===== src/rtl/ptc_pkg.sv =====
`timescale 1ns/1ps
package ptc_pkg;
  parameter int PC_W = 32;

  typedef enum logic [1:0] {
    CAUSE_IRQ   = 2'd0,
    CAUSE_ARITH = 2'd1,
    CAUSE_ITLB  = 2'd2,
    CAUSE_DTLB  = 2'd3
  } cause_e;

  typedef struct packed {
    logic            valid;
    logic [PC_W-1:0] pc;
    logic            store;
    logic            rdw;
    logic            branch;
    logic            exc;
    cause_e          cause;
    logic            intr;
    logic            slot;
    logic            taken;
    logic [PC_W-1:0] target;
  } tok_t;
endpackage


===== src/rtl/ptc_irq_inject.sv =====
`timescale 1ns/1ps
module ptc_irq_inject (
  input  logic clk,
  input  logic rst_n,
  input  logic irq_req,
  input  logic take_intr,
  input  logic intr_inflight,
  input  logic sup_mode,
  input  logic fetch_valid,
  input  logic flush,
  output logic inject_o
);
  logic pending_q;

  // a new request wins over the clear so no edge is lost
  always_ff @(posedge clk or negedge rst_n) begin
    if (!rst_n) pending_q <= 1'b0;
    else        pending_q <= irq_req | (pending_q & ~take_intr);
  end

  assign inject_o = pending_q & ~intr_inflight & ~sup_mode & fetch_valid & ~flush;
endmodule


===== src/rtl/ptc_commit.sv =====
`timescale 1ns/1ps
module ptc_commit
  import ptc_pkg::*;
#(
  parameter logic [PC_W-1:0] VEC_PC = 32'h0000_0080
) (
  input  logic            clk,
  input  logic            rst_n,
  input  logic            m_valid,
  input  logic            m_exc,
  input  cause_e          m_cause,
  input  logic [PC_W-1:0] m_pc,
  input  logic            m_slot,
  input  logic            m_taken,
  input  logic [PC_W-1:0] m_target,
  input  logic            dtlb_fault,
  input  logic            trap_ret,
  output logic            trap_o,
  output logic            take_intr_o,
  output logic            redirect_o,
  output logic [PC_W-1:0] redirect_pc_o,
  output logic [1:0]      cause_o,
  output logic [PC_W-1:0] epc0_o,
  output logic [PC_W-1:0] epc1_o,
  output logic            sup_o
);
  localparam logic [PC_W-1:0] INSN_BYTES = PC_W'(4);

  cause_e          cause_now;
  logic [PC_W-1:0] next_pc;
  logic            redirect_q, sup_q;
  cause_e          cause_q;
  logic [PC_W-1:0] epc0_q, epc1_q;

  assign trap_o      = m_valid & (m_exc | dtlb_fault);
  assign cause_now   = m_exc ? m_cause : CAUSE_DTLB;
  assign take_intr_o = trap_o & (cause_now == CAUSE_IRQ);
  assign next_pc     = (m_slot && m_taken) ? m_target : (m_pc + INSN_BYTES);

  always_ff @(posedge clk or negedge rst_n) begin
    if (!rst_n) begin
      redirect_q <= 1'b0;
      sup_q      <= 1'b0;
      cause_q    <= CAUSE_IRQ;
      epc0_q     <= '0;
      epc1_q     <= '0;
    end else begin
      redirect_q <= trap_o;
      if (trap_o) begin
        sup_q   <= 1'b1;
        cause_q <= cause_now;
        epc0_q  <= m_pc;
        epc1_q  <= next_pc;
      end else if (trap_ret) begin
        sup_q <= 1'b0;
      end
    end
  end

  assign redirect_o    = redirect_q;
  assign redirect_pc_o = redirect_q ? VEC_PC : '0;
  assign cause_o       = cause_q;
  assign epc0_o        = epc0_q;
  assign epc1_o        = epc1_q;
  assign sup_o         = sup_q;

  AST_REDIRECT_NEXT: assert property (@(posedge clk) disable iff (!rst_n)
    trap_o |=> (redirect_o && sup_o));
  AST_RET_USER: assert property (@(posedge clk) disable iff (!rst_n)
    (trap_ret && !trap_o) |=> !sup_o);
endmodule


===== src/rtl/precise_trap_ctrl.sv =====
`timescale 1ns/1ps
module precise_trap_ctrl
  import ptc_pkg::*;
#(
  parameter logic [PC_W-1:0] VEC_PC = 32'h0000_0080
) (
  input  logic            clk,
  input  logic            rst_n,
  input  logic            if_valid,
  input  logic [PC_W-1:0] if_pc,
  input  logic            if_store,
  input  logic            if_rdw,
  input  logic            if_branch,
  input  logic            if_itlb_fault,
  input  logic            ex_arith_fault,
  input  logic            ex_br_taken,
  input  logic [PC_W-1:0] ex_br_target,
  input  logic            mem_dtlb_fault,
  input  logic            irq_req,
  input  logic            trap_ret,
  output logic            mem_store_o,
  output logic [PC_W-1:0] mem_pc_o,
  output logic            wb_write_o,
  output logic [PC_W-1:0] wb_pc_o,
  output logic            redirect_o,
  output logic [PC_W-1:0] redirect_pc_o,
  output logic [1:0]      cause_o,
  output logic [PC_W-1:0] epc0_o,
  output logic [PC_W-1:0] epc1_o,
  output logic            sup_mode_o
);
  tok_t            id_q, ex_q, mem_q;
  tok_t            id_d, ex_d, mem_d;
  logic            wb_valid_q, wb_rdw_q;
  logic [PC_W-1:0] wb_pc_q;
  logic            trap_now, take_intr, inject, intr_inflight, sup;

  assign intr_inflight = (id_q.valid & id_q.intr) | (ex_q.valid & ex_q.intr)
                       | (mem_q.valid & mem_q.intr);

  // fetch -> decode: fault tag from fetch, or interrupt bubble in its place
  always_comb begin
    id_d = '0;
    if (!trap_now && if_valid) begin
      id_d.valid = 1'b1;
      id_d.pc    = if_pc;
      if (inject) begin
        id_d.exc   = 1'b1;
        id_d.cause = CAUSE_IRQ;
        id_d.intr  = 1'b1;
      end else begin
        id_d.store  = if_store;
        id_d.rdw    = if_rdw;
        id_d.branch = if_branch;
        if (if_itlb_fault) begin
          id_d.exc   = 1'b1;
          id_d.cause = CAUSE_ITLB;
        end
      end
    end
  end

  // decode -> execute: the token behind a branch in execute is its delay slot
  always_comb begin
    ex_d = '0;
    if (!trap_now && id_q.valid) begin
      ex_d = id_q;
      if (ex_q.valid && ex_q.branch) begin
        ex_d.slot   = 1'b1;
        ex_d.taken  = ex_br_taken;
        ex_d.target = ex_br_target;
      end
    end
  end

  // execute -> memory: the earliest tag already carried is kept
  always_comb begin
    mem_d = '0;
    if (!trap_now && ex_q.valid) begin
      mem_d = ex_q;
      if (!ex_q.exc && ex_arith_fault) begin
        mem_d.exc   = 1'b1;
        mem_d.cause = CAUSE_ARITH;
      end
    end
  end

  always_ff @(posedge clk or negedge rst_n) begin
    if (!rst_n) begin
      id_q       <= '0;
      ex_q       <= '0;
      mem_q      <= '0;
      wb_valid_q <= 1'b0;
      wb_rdw_q   <= 1'b0;
      wb_pc_q    <= '0;
    end else begin
      id_q       <= id_d;
      ex_q       <= ex_d;
      mem_q      <= mem_d;
      wb_valid_q <= mem_q.valid & ~trap_now;
      wb_rdw_q   <= mem_q.rdw;
      wb_pc_q    <= mem_q.pc;
    end
  end

  ptc_irq_inject u_irq (
    .clk          (clk),
    .rst_n        (rst_n),
    .irq_req      (irq_req),
    .take_intr    (take_intr),
    .intr_inflight(intr_inflight),
    .sup_mode     (sup),
    .fetch_valid  (if_valid),
    .flush        (trap_now),
    .inject_o     (inject)
  );

  ptc_commit #(.VEC_PC(VEC_PC)) u_commit (
    .clk          (clk),
    .rst_n        (rst_n),
    .m_valid      (mem_q.valid),
    .m_exc        (mem_q.exc),
    .m_cause      (mem_q.cause),
    .m_pc         (mem_q.pc),
    .m_slot       (mem_q.slot),
    .m_taken      (mem_q.taken),
    .m_target     (mem_q.target),
    .dtlb_fault   (mem_dtlb_fault),
    .trap_ret     (trap_ret),
    .trap_o       (trap_now),
    .take_intr_o  (take_intr),
    .redirect_o   (redirect_o),
    .redirect_pc_o(redirect_pc_o),
    .cause_o      (cause_o),
    .epc0_o       (epc0_o),
    .epc1_o       (epc1_o),
    .sup_o        (sup)
  );

  assign mem_store_o = mem_q.valid & mem_q.store & ~trap_now;
  assign mem_pc_o    = mem_q.pc;
  assign wb_write_o  = wb_valid_q & wb_rdw_q;
  assign wb_pc_o     = wb_pc_q;
  assign sup_mode_o  = sup;

  AST_INTR_SINGLE: assert property (@(posedge clk) disable iff (!rst_n)
    $countones({id_q.valid & id_q.intr, ex_q.valid & ex_q.intr, mem_q.valid & mem_q.intr}) <= 1);
  AST_SQUASH_YOUNG: assert property (@(posedge clk) disable iff (!rst_n)
    trap_now |=> !(id_q.valid || ex_q.valid || mem_q.valid));
  AST_NO_WB_FAULTER: assert property (@(posedge clk) disable iff (!rst_n)
    trap_now |=> !wb_write_o);
  AST_SLOT_AFTER_BR: assert property (@(posedge clk) disable iff (!rst_n)
    (ex_q.valid && ex_q.slot) |-> (mem_q.valid && mem_q.branch));
endmodule


===== config.mk =====
export PLATFORM = sky130hd
export DESIGN_NAME = precise_trap_ctrl
export DESIGN_NICKNAME = d
export VERILOG_FILES = /design/src/rtl/ptc_pkg.sv /design/src/rtl/ptc_irq_inject.sv /design/src/rtl/ptc_commit.sv /design/src/rtl/precise_trap_ctrl.sv
export SDC_FILE = /design/constraint.sdc
export NUM_CORES = 1
export LEC_CHECK = 0
export CELL_PAD_IN_SITES_DETAIL_PLACEMENT = 1
export CELL_PAD_IN_SITES_GLOBAL_PLACEMENT = 1
export CORE_UTILIZATION = 36
export DETAILED_ROUTE_END_ITERATION = 10
export PLACE_DENSITY = 0.85
export SYNTH_ARGS = -nofsm -noshare
export SYNTH_HDL_FRONTEND = slang
export SYNTH_SLANG_ARGS = --single-unit

===== constraint.sdc =====
create_clock -name clk -period 1.95 [get_ports clk]
set_clock_uncertainty 0.2 [all_clocks]
set_input_delay 0.39 -clock clk [delete_from_list [all_inputs] [get_ports clk]]
set_output_delay 0.39 -clock clk [all_outputs]
set_load 0.03 [all_outputs]

* After elaboration in Yosys (flattened, before gate mapping)
Index checks and enable logic that the tools add are counted.
** Storage, ports and cells
- Word-level logic and storage cells :: 85
- Output and inout port bits :: 166
- Memories :: 0
- Memory bits (writable) :: 0
- Bits in latches :: 0
- Register bits after elaboration :: 290
- Bits in read-only memories :: 0
- Bits of input ports :: 76
** Cells by class
- Bitwise logic cells :: 22
- Mux-type cells :: 14
- Shift operators :: 0
- Order comparisons :: 0
- Multipliers :: 0
- Add/sub/neg operators :: 1
- Eq/ne operators :: 0
- Reduce and logical (&&, ||, !) cells :: 10
- Div/mod/pow operators :: 0
** Operator list (number)
- 2-to-1 mux 74 bit :: 2
- 2-to-1 mux 40 bit :: 1
- 2-to-1 mux 34 bit :: 1
- adder 32 x 3 -> 32 bit (second input constant) :: 1
- 2-to-1 mux 32 bit :: 1
- AND 1 bit :: 14
- 2-to-1 mux 3 bit :: 4
- 2-to-1 mux 8 bit :: 1
- logical AND 1 bit :: 6
- NOT 1 bit :: 4
- OR 1 bit :: 4
- 2-to-1 mux 1 bit :: 3
- zero test 1 bit :: 2
- zero test 2 bit :: 1
- 2-to-1 mux 2 bit :: 1
- nonzero test 2 bit :: 1

* Longest topological paths before layout
Gate-level depths: netlist (run 1).
- Depth after elaboration :: 10
- Depth in mapped cells :: 6
- Gate-level depth less buffers :: 6

* By module
Synthesis (run 1) repeated with hierarchy kept, for this count alone.
** Unflattened totals
- Cells, all modules :: 890
- Area, all modules :: 10746.6 sq um
** By module, submodules not included
- precise_trap_ctrl :: sequential area each 5480.3 sq um, cells an instance 462, instances 1, area an instance 7050.5 sq um
- ptc_commit :: sequential area each 1701.6 sq um, cells an instance 423, instances 1, area an instance 3642.2 sq um
- ptc_irq_inject :: sequential area each 25.0 sq um, cells an instance 5, instances 1, area an instance 53.8 sq um

* Least setup slack after synthesis (run 1)
Ideal clock, no wire load.
- Kind :: register to register
- From :: register mem_q, in the netlist mem_pc_o[2]
- To :: register u_commit.epc1_q[22], in the netlist u_commit.epc1_o[22]
- Setup slack :: -0.009 ns
- Cell stages (with the launch flop) :: 7
- Required time :: 1.624 ns
- Clock period less this slack :: 1.959 ns
- Setup time :: 0.126 ns
- Arrival time :: 1.633 ns
- Path buffers :: 0
- Path through :: dfrtp_1 -> ha_1 -> nand4_1 -> nor4_4 -> nand4_1 -> xnor2_1 -> a2bb2oi_1
** Between the ends
- Word-level cells in the longest chain between the ends :: 2
** RTL lines
- start: declaration :: line precise_trap_ctrl.sv:32 : tok_t id_q, ex_q, mem_q;
- start signal: assignment :: line precise_trap_ctrl.sv:99 : mem_q <= mem_d;
- adder 32 x 3 -> 32 bit :: line ptc_commit.sv:38 : assign next_pc = (m_slot && m_taken) ? m_target : (m_pc + INSN_BYTES);
- 2-to-1 mux 32 bit :: line ptc_commit.sv:38
- end signal: assignment :: line ptc_commit.sv:53 : epc1_q <= next_pc;
- end: declaration :: line ptc_commit.sv:33 : logic [PC_W-1:0] epc0_q, epc1_q;
Every way passes these cells.
A chain may end at the register's enable or synchronous reset.

* Worst setup path in the final report (run 1)
- From :: register mem_q[37] (netlist name)
- To :: output mem_store_o
** Between the ends
- Word-level cells in the longest chain between the ends :: 4
** RTL lines
- OR 1 bit :: line ptc_commit.sv:35 : assign trap_o = m_valid & (m_exc | dtlb_fault);
- AND 1 bit :: line ptc_commit.sv:35
- NOT 1 bit :: line precise_trap_ctrl.sv:140 : assign mem_store_o = mem_q.valid & mem_q.store & ~trap_now;
- AND 1 bit :: line precise_trap_ctrl.sv:140
- end: declaration :: line precise_trap_ctrl.sv:21 : output logic mem_store_o,
Every way passes these cells.

==> results of run 1 <==
[cell usage after synthesis, types with 2 or more instances]
cell | instances | share of area
sky130_fd_sc_hd__a21oi_1 | 21 | 0.0098
sky130_fd_sc_hd__clkbuf_1 | 51 | 0.018
sky130_fd_sc_hd__buf_4 | 66 | 0.046
sky130_fd_sc_hd__nor4_1 | 6 | 0.0035
sky130_fd_sc_hd__dfrtp_1 | 288 | 0.67
sky130_fd_sc_hd__o21ai_0 | 30 | 0.014
sky130_fd_sc_hd__nor3b_1 | 2 | 0.0014
sky130_fd_sc_hd__buf_2 | 3 | 0.0014
sky130_fd_sc_hd__xor2_1 | 17 | 0.014
sky130_fd_sc_hd__nand2_1 | 125 | 0.044
sky130_fd_sc_hd__and3_1 | 149 | 0.087
sky130_fd_sc_hd__and2_1 | 37 | 0.022
sky130_fd_sc_hd__nand2b_1 | 2 | 0.0012
sky130_fd_sc_hd__o31ai_1 | 2 | 0.0014
sky130_fd_sc_hd__a31oi_1 | 3 | 0.0018
sky130_fd_sc_hd__nor4_4 | 3 | 0.0060
sky130_fd_sc_hd__and4_1 | 2 | 0.0016
sky130_fd_sc_hd__nand4_1 | 10 | 0.0058
sky130_fd_sc_hd__inv_1 | 7 | 0.0025
sky130_fd_sc_hd__nor2_1 | 31 | 0.011
sky130_fd_sc_hd__a21o_1 | 2 | 0.0014
sky130_fd_sc_hd__o22ai_1 | 10 | 0.0058
sky130_fd_sc_hd__nand3_1 | 15 | 0.0070
sky130_fd_sc_hd__o22a_1 | 2 | 0.0016
sky130_fd_sc_hd__xnor2_1 | 7 | 0.0057
sky130_fd_sc_hd__nor3_1 | 2 | 0.00093
[final cells by class]
type / instances / area (sq um) / area share
Sequential cell: 288 / 7230 / 0.493
Multi-Input combinational cell: 521 / 3050 / 0.208
Timing Repair Buffer: 289 / 2770 / 0.188
Clock buffer: 38 / 820 / 0.0559
Tap cell: 384 / 480 / 0.0328
Clock inverter: 14 / 283 / 0.0193
Inverter: 7 / 26.3 / 0.00179
Antenna cell: 6 / 15.0 / 0.00102
[what timing repair did]
action	in CTS	in global routing
pin swaps	12	12
hold buffers	1	0
setup buffers	9	6
setup endpoints to repair	145	38
resized for setup	251	52
hold endpoints to repair	288	0
[how the worst max path moves through the flow]
stage | start | endpoint | slack (ns) | cells past startpoint
after floorplan | mem_pc_o[2] | u_commit.epc1_o[22] | 0.04 | 6
after global placement | mem_dtlb_fault | u_commit.epc1_o[15] | -0.17 | 6
after detailed placement | mem_dtlb_fault | u_commit.epc1_o[25] | -0.27 | 7
after CTS | mem_q[37] | mem_store_o | -0.14 | 3
after global routing | mem_pc_o[2] | u_commit.epc1_o[22] | -0.16 | 8
final | mem_q[37] | mem_store_o | -0.10 | 3
[critical path, stage by stage, from the launching register on]
cell	delay, ns
sky130_fd_sc_hd__dfrtp_2	0.43
sky130_fd_sc_hd__nor3b_4	0.19
sky130_fd_sc_hd__and2_4	0.18
sky130_fd_sc_hd__buf_12	0.12
[registers in the layout, summed over array words and instances (netlist names)]
name,count
id_q,39
u_commit.epc1_o,32
u_irq.pending_q,1
ex_q,73
mem_pc_o,32
u_commit.redirect_o,1
wb_pc_o,32
mem_q,41
u_commit.cause_o,2
u_commit.sup_o,1
u_commit.epc0_o,32
wb_rdw_q,1
wb_valid_q,1
[power breakdown]
group          internal [mW]  switching [mW]  total (mW)  leakage [nW]
sequential              6.31           0.193        6.50          3.88
combinational          0.703            1.30        2.01          3.48
clock                   4.01            2.34        6.35         0.534
[logic make-up (layout without fill, tap and decap cells)]
| logic type | after synthesis | after routing | synth area share |
|---|---|---|---|
| AO/OA/AOI/OAI | 74 | 74 | 0.0392 |
| buffers and inverters | 130 | 348 | 0.0698 |
| other | 1 | 37 | 0.000350 |
| XOR/XNOR | 24 | 24 | 0.0196 |
| adder cells (fa/ha/maj) | 1 | 1 | 0.00117 |
| flip-flops | 288 | 288 | 0.672 |
| AND/OR/NAND/NOR | 391 | 391 | 0.198 |
[stage by stage]
| step | cells | cell area, sq um | utilization |
|---|---|---|---|
| 2_1_floorplan | 939 | 10800 | - |
| 3_3_place_gp | 1473 | 13400 | 0.461 |
| 3_5_place_dp | 1473 | 13400 | 0.461 |
| 4_1_cts | 1535 | 14500 | 0.501 |
| 5_1_grt | 1546 | 14700 | 0.506 |
| 6_report | 1547 | 14700 | 0.506 |
[routing by layer]
layer | vias up | GRT usage | wire length [um]
met3 | 71 | 0.0363 | 1590
met5 | - | 0 | 0
met1 | 3883 | 0.249 | 13100
met4 | 0 | 0.0775 | 1120
li1 | 3385 | - | -
met2 | 232 | 0.374 | 17000
[cell usage in the layout (no fill, tap or decap), drive strengths merged, types with 31 or more instances in the layout]
cell           instances
dfrtp                288
and3                 149
nand2                125
buf                   95
dlygate4sd2           85
clkdlybuf4s50         74
clkbuf                42
and2                  38
conb                  31
nor2                  31
o21ai                 31
==> results.md, run 1 <==
- Maximum level of the CTS H-tree: 1
- First-pass GRT wire length: ~49 mm
- Number of enable flip-flop cells after synthesis: 0
- Power Density: 1010 mW/mm^2
- Unrepaired setup endpoints after global routing: yes
- Crit path launch type: flip-flop
- Distinct cells, synth: 42
- Area Growth Syn to Fin: 36.8%
- Number of DRC violations after detailed routing: 0
- Max-slew headroom at the worst pin: 0.610
- Final layout net count: 1213
- Crit end category: primary output
- Largest driver fanout on the critical path: 2
- Clock latency on the worst-skew pair: roughly 0.55 ns
- Depth of the most critical reg-to-reg path: 8
- Setup TNS after final layout: -0.299 ns
- Area of the core region: approximately 0.029 sq mm
- Max IR drop VDD: 0.742 mV
- Violations in the final reports: setup timing
- Area of the die: 0.0305 sq mm
- Routed wire length per instance: roughly 21 um
- Vias in the first global route: 8198
- Timing-limited maximum frequency: slightly below 500 MHz
- # IOs: roughly 240
- First-pass iteration count of the detailed router: 4
- Number of warnings reported in the yosys synthesis log: 0
- Worst reg2reg path startpoint: mem_pc_o[2]
- Wirelength, routed: around 33 mm
- Cell count after synthesis: roughly 910
- Routability congestion estimate: 0.846
- Global router's overall resource usage: 0.208
- Largest net degree at the start of global routing: 67
- Vias per cell: 4.89
- Filler Cell Count: 3005
- Longest Clk Path Bufs: 3
- Final setup violation count: 6
- Run status: finished with violations
- Final number of max-transition violations: 0
- Maximum capacitance violations: 0
- IO buf count: 210
- Number of DRC violations after detailed-routing iteration 0: 389
- Hold Worst Slack: 0.141 ns
- Fraction of final layout cells with drive strength greater than 1: 0.189
- Number of CTS-inserted buffers: 29
- Residual overflow from global routing: 0
- Critical path required time: 1.36 ns
- Starting utilization of the core area: 0.370
- Root buffer selected by CTS: sky130_fd_sc_hd__clkbuf_16
- Clock sink total: 288
- Number of cell rows: 62
- Die H: roughly 170 um
- Endpoint of the most critical register-to-register path: u_commit.epc1_o[22]
- Clock slew at the register clock pins of the worst setup and hold paths: 0.06 ns
- Final cycle utilization of the critical path: 1.05
- Static leakage: 7.90 nW
- Classification of the worst-slack hold path: input port to asynchronous set/reset pin
- Total Power Consumption: approximately 15 mW
- Die extent in x: 175 um
- Pre-CTS setup slack: -0.275 ns
- Actual transition at the worst max-transition pin: ~0.58 ns
- Register area share after synthesis: 0.672
- Final worst path period need: 2.05 ns
- Post-DRT Antenna Nets: 0
- TritonCTS clock tree: yes
- Count of state elements after synthesis: 288
- Cell Area, Synth: 0.0107 sq mm
- Synthesized area per cell: about 12 sq um
- Flop2flop setup slack: -0.07 ns
- Least setup slack across all paths after layout: -0.102 ns
- HPWL after detailed placement: about 21 mm
- Number of antenna violations at the first check in global routing: 7
- Predominant post-synthesis flop cell: sky130_fd_sc_hd__dfrtp_1
- Final count of hold timing violations: 0
- Total vias in the final route: 7571
- Worst EP arrival: 1.46 ns
- Fraction of registers with async set/reset: 1.00
- Path type of the worst setup path: flip-flop to primary output
Power figures use the tool's default switching activity.
==> run 2: changes to the inputs <==
- CORE_MARGIN: unset -> 2
- CORE_UTILIZATION: 36 -> 39
- PLACE_DENSITY: 0.85 -> 0.88
- clock period: 1.95 -> 2.33 ns (I/O delays scaled with it)
==> run 2 against run 1 <==
  * The run now ends clean
  * Register-to-register slack better by 0.09 ns
  * Combinational power down 14%
  * Die area down 5.4%
  * Largest cell class unchanged
==> results.md, run 2 (synthesis gave the netlist of run 1 again) <==
- Maximum level of the CTS H-tree: 1
- Power Density: 831 mW/mm^2
- Number of cell rows: 60
- Flip-flop count of the largest register, all copies and words added: 73
- Largest delay share family, worst path: buffers and inverters
- Total vias in the final route: between 7000 and 8000
- Library cell contributing the largest single delay on the critical path: sky130_fd_sc_hd__clkdlybuf4s50_1
- Worst EP arrival: 1.66 ns
- Post-DRT Antenna Nets: 0
- Slowest cell delay on critical path: 0.76 ns
- Clock latency on the worst-skew pair: 0.53 ns
- CP Cell Sequence: clkdlybuf4s50_1
- Area Growth Syn to Fin: 30.9%
- Root buffer selected by CTS: sky130_fd_sc_hd__clkbuf_16
- Vias per cell: 5.32
- Classification of the worst-slack hold path: flip-flop to flip-flop
- Final cycle utilization of the critical path: 1.00
- Final setup violation count: 0
- Final number of max-transition violations: 0
- Crit path launch type: flip-flop
- Routed wire length per instance: 24.8 um
- Commonest cells after routing, fill and taps aside: sky130_fd_sc_hd__dfrtp_1, sky130_fd_sc_hd__clkdlybuf4s50_1, sky130_fd_sc_hd__and3_1
- Fraction of final layout cells with drive strength greater than 1: 0.0976
- Number of CTS-inserted buffers: 27
- Routability congestion estimate: 0.840
- Final count of hold timing violations: 0
- Critical path launch point: wb_pc_o[20]
- Timing-limited maximum frequency: 429 MHz
- Worst reg2reg path startpoint: mem_pc_o[3]
- Final layout net count: 1184
- Largest net degree at the start of global routing: 118
- # IOs: 242
- IO buf count: 210
- Area of the die: 0.0288 sq mm
- Number of DRC violations after detailed routing: 0
- Maximum capacitance violations: 0
- Final worst path period need: 2.33 ns
- Largest driver fanout on the critical path: 1
- Clock slew at the register clock pins of the worst setup and hold paths: 0.06 ns
- Run status: finished clean
- TritonCTS clock tree: yes
- Most flop-heavy register: ex_q
- Max IR drop VDD: 0.477 mV
- Number of antenna violations at the first check in global routing: 6
- Vias in the first global route: between 8000 and 9000
- Max-slew headroom at the worst pin: 0.521
- HPWL after detailed placement: about 22 mm
- Path type of the worst setup path: flip-flop to primary output
- First-pass iteration count of the detailed router: 5
- Residual overflow from global routing: 0
- Largest registers: ex_q x73, mem_q x41, id_q x39
- Global router's overall resource usage: 0.235
- Number of placed cells counting well taps: 1414
- Die extent in x: 170 um
- Area of the core region: 0.0270 sq mm
- Most common library cell in the layout ignoring fill and taps: sky130_fd_sc_hd__dfrtp_1
- Crit end category: primary output
- Origin of the worst min-delay path: mem_q[39]
- Critical path required time: 1.66 ns
- Number of DRC violations after detailed-routing iteration 0: 712
- Filler Cell Count: 2757
- Starting utilization of the core area: 0.398
- Clock sink total: 288
- Buffers plus inverters on the worst setup path: 1
- Setup TNS after final layout: 0 ns
- Longest Clk Path Bufs: 3
- Static leakage: 7.37 nW
- Wirelength, routed: 36.7 mm
- Die H: 170 um
- First-pass GRT wire length: 51.8 mm
- Filler-free cell count of the finished design: approximately 1500
- Actual transition at the worst max-transition pin: 0.718 ns
## run 2: stage by stage
stage / power, mW / setup WS [ns] / instance area, sq um / util / hold slack (ns)
after floorplan: 6.40 / 0.371 / 10800 / - / -0.0296
after global placement: 7.16 / 0.0719 / 13100 / 0.486 / 0.134
after detailed placement: 7.25 / -0.0372 / 13100 / 0.486 / 0.166
after CTS: 11.6 / 0.0000484 / 14000 / 0.518 / 0.175
after global routing: 12.0 / -0.0755 / 14000 / 0.521 / 0.184
final: 11.7 / 0.000272 / 14000 / 0.521 / 0.172
## run 2: report_power, final
group | switching (mW) | leakage (nW) | internal (mW) | total [mW]
Sequential | 0.223 | 3.91 | 5.28 | 5.50
Combinational | 1.11 | 3.02 | 0.626 | 1.73
Clock | 1.93 | 0.430 | 2.51 | 4.43
## run 2: final timing paths
check                      cells past startpoint                   to  slack (ns)
max                                            1          wb_pc_o[20]      0.0003
min                                            0             wb_rdw_q        0.17
max reg2reg                                    8  u_commit.epc1_o[28]        0.02
min reg2reg                                    0             wb_rdw_q        0.17
max in group asynchronous                      3            mem_q[24]        0.86
min in group asynchronous                      2            mem_q[40]        0.29
## run 2: worst reg2reg max path: cells and delay by family, from the launching register on
kind	cells	cell delay, ns
AO/OA/AOI/OAI	1	0.26
adder cells (fa/ha/maj)	1	0.25
AND/OR/NAND/NOR	3	0.51
XOR/XNOR	1	0.17
flip-flops	1	0.39
buffers and inverters	2	0.40
## run 2: metal layers
layer  global-route usage  wire length (um)
met5                    0                 0
met2                0.411             18700
met4                0.107              1900
met1                0.284             13900
met3               0.0429              2160
## run 2: area by class of cell
type                            instances  area [sq um]  share of cell area
Clock inverter                          6          61.3             0.00437
Tap cell                              341           427              0.0304
Multi-Input combinational cell        521          2910               0.208
Antenna cell                            8          20.0             0.00143
Clock buffer                           43           816              0.0581
Timing Repair Buffer                  262          2560               0.182
Sequential cell                       288          7210               0.514
Inverter                                7          26.3             0.00187
## run 2: repair_timing
item                                    CTS  global route
hold buffers                              1             0
endpoints found under the setup margin   31            16
buffers inserted                          3             1
pin swaps                                 1             1
hold endpoints to repair                 55             0
resized for setup                        29             9
==> run 3: changes to the inputs <==
- CTS_CLUSTER_SIZE: unset -> 8
- SETUP_SLACK_MARGIN: unset -> 0.5
==> run 3 against run 2 <==
  * Wire length is 27% higher
  * Flip-flop and latch count unchanged
  * Die area is the same
  * Combinational power is 10% higher
  * Non-clock buffer count grew 81
  * Critical endpoint is now u_commit.epc1_o[31]
  * Largest power group unchanged
  * Register-to-register slack hardly changed
==> results.md, run 3 (synthesis gave the netlist of run 1 again) <==
- Run status: finished clean
- Seq. cell area: 0.00724 sq mm
- Clock latency on the worst-skew pair: 0.54 ns
- First-pass iteration count of the detailed router: 5
- Combined area of the multi-input logic cells: 0.00339 sq mm
- Number of cell rows: 60
- Pre-CTS setup slack: -0.0203 ns
- Number of placed cells counting well taps: about 1400
- Area Growth Syn to Fin: 41.6%
- Wirelength, routed: 46.7 mm
- HPWL after detailed placement: between 20 and 25 mm
- Depth of the most critical reg-to-reg path: 8
- Vias in the first global route: between 9000 and 10000
- Crit end category: flip-flop
- Die extent in x: 170 um
- Origin of the worst min-delay path: mem_q[39]
- Largest registers: ex_q x73, mem_q x41, id_q x39
- Max IR drop VDD: roughly 0.55 mV
- Final number of max-transition violations: 0
- Residual overflow from global routing: 0
- Number of DRC violations after detailed routing: 0
- Clock slew at the register clock pins of the worst setup and hold paths: 0.06 ns
- Root buffer selected by CTS: sky130_fd_sc_hd__clkbuf_16
- Starting utilization of the core area: 0.398
- Area of the core region: about 0.027 sq mm
- Die H: 170 um
- Path type of the worst setup path: flip-flop to flip-flop
- Area of all placed cells without fillers: 0.0152 sq mm
- Worst EP arrival: ~2.5 ns
- Vias per cell: 5.77
- Crit path launch type: flip-flop
- Routability congestion estimate: 0.810
- Final worst path period need: 2.31 ns
- Hold Path End: wb_rdw_q
- Longest Clk Path Bufs: 3
- Routed wire length per instance: 30.1 um
- Total vias in the final route: 8951
- Number of antenna violations at the first check in global routing: 5
- Flop2flop setup slack: 0.02 ns
- Least setup slack across all paths after layout: 0.0170 ns
- Final setup violation count: 0
- Final layout net count: 1279
- Total Power Consumption: 12.9 mW
- Worst reg2reg path startpoint: mem_pc_o[2]
- Filler-free cell count of the finished design: 1550
- Filler Cell Count: approximately 2700
- Largest net degree at the start of global routing: a little under 70
- Largest driver fanout on the critical path: 4
- Most common library cell in the layout ignoring fill and taps: sky130_fd_sc_hd__dfrtp_1
- Placed inst area: 0.0131 sq mm
- # IOs: between 200 and 250
- Hold Worst Slack: about 0.15 ns
- Timing-limited maximum frequency: 432 MHz
- Commonest cells after routing, fill and taps aside: sky130_fd_sc_hd__dfrtp_1, sky130_fd_sc_hd__and3_1, sky130_fd_sc_hd__nand2_1
- Final cycle utilization of the critical path: 0.993
- Final count of hold timing violations: 0
- First-pass GRT wire length: roughly 61 mm
- Worst Hold Depth: 0
- Number of DRC violations after detailed-routing iteration 0: 943
- Area of the die: between 0.02 and 0.03 sq mm
- Static leakage: 8.18 nW
- TritonCTS clock tree: yes
- Maximum level of the CTS H-tree: 2
- Clock sink total: ~290
- Flip-flop count of the largest register, all copies and words added: 73
- Global router's overall resource usage: 0.285
- Number of CTS-inserted buffers: 41
- Power Density: ~850 mW/mm^2
- Endpoint of the most critical register-to-register path: u_commit.epc1_o[31]
- Post-DRT Antenna Nets: 0
- Critical path required time: 2.54 ns
- Maximum capacitance violations: 0
- Classification of the worst-slack hold path: flip-flop to flip-flop
- Unrepaired setup endpoints after global routing: yes
- Most flop-heavy register: ex_q
- IO buf count: 210
- Fraction of final layout cells with drive strength greater than 1: 0.350
-- run 3: cell count changes in the layout (fill, tap and decap cells not counted), moves of 9 or more --
cell                              delta
sky130_fd_sc_hd__clkdlybuf4s50_1   -102
sky130_fd_sc_hd__buf_2              +96
sky130_fd_sc_hd__buf_4              +57
sky130_fd_sc_hd__buf_6              +38
sky130_fd_sc_hd__dlygate4sd2_1      -28
sky130_fd_sc_hd__dfrtp_1            -25
sky130_fd_sc_hd__dfrtp_2            +25
sky130_fd_sc_hd__clkbuf_16          +22
sky130_fd_sc_hd__and2_1             -12
sky130_fd_sc_hd__and2_4             +12
sky130_fd_sc_hd__o21ai_0            -11
sky130_fd_sc_hd__o21ai_1            +10
sky130_fd_sc_hd__xor2_1              -9
-- run 3: worst max-delay path by stage --
stage,start,to,slack (ns),depth (start not counted)
floorplan,mem_pc_o[2],u_commit.epc1_o[22],0.43,6
global placement,mem_dtlb_fault,u_commit.epc1_o[22],0.11,6
detailed placement,mem_dtlb_fault,u_commit.epc1_o[21],-0.02,5
CTS,mem_q[37],mem_store_o,0.21,3
global route,mem_pc_o[2],u_commit.epc1_o[31],0.03,8
finish,mem_pc_o[2],u_commit.epc1_o[31],0.02,8
-- run 3: through the flow --
step / utilization / setup TNS (ns)
2_1_floorplan: - / 0
3_3_place_gp: 0.487 / 0
3_5_place_dp: 0.487 / -0.0203
4_1_cts: 0.537 / 0
5_1_grt: 0.563 / 0
6_report: 0.563 / 0
-- run 3: report_power, final --
part | switching (mW) | internal, mW
Clock | 2.22 | 3.23
Sequential | 0.216 | 5.29
Combinational | 1.28 | 0.633
-- run 3: layout make-up --
class	count	share of cell area
well taps	341	0.0281
flip-flops and latches	288	0.477
clock buffers	44	0.0711
diodes	5	0.000824
inverters	7	0.00190
repair buffers	343	0.197
clock inverters	1	0.000577
multi-input cells	521	0.223
-- run 3: worst max-delay path, cell delays in order, from the launching register on --
cell and delay [ns]:
sky130_fd_sc_hd__dfrtp_1 0.42, sky130_fd_sc_hd__buf_6 0.14, sky130_fd_sc_hd__buf_6 0.12, sky130_fd_sc_hd__nand3_4 0.12, sky130_fd_sc_hd__nor4_4 0.31, sky130_fd_sc_hd__buf_4 0.19
sky130_fd_sc_hd__nand4_1 0.23, sky130_fd_sc_hd__xor2_1 0.33, sky130_fd_sc_hd__o22ai_1 0.12
-- run 3: repair_timing --
action                                  4_1_cts  5_1_grt
endpoints found under the setup margin      159      147
gates resized for setup                     757      119
setup buffers                                52       26
pin swaps                                    37       40
hold endpoints to repair                     42        0
cloned                                        0       10
hold buffers                                  1        0
-- run 3: per-layer routing --
metal / GRT usage / vias to the layer above / part of all wire
met4: 0.179 / 0 / 0.068
li1: - / 3495 / -
met5: 0 / - / 0
met1: 0.328 / 4625 / 0.36
met3: 0.0609 / 212 / 0.073
met2: 0.487 / 619 / 0.50
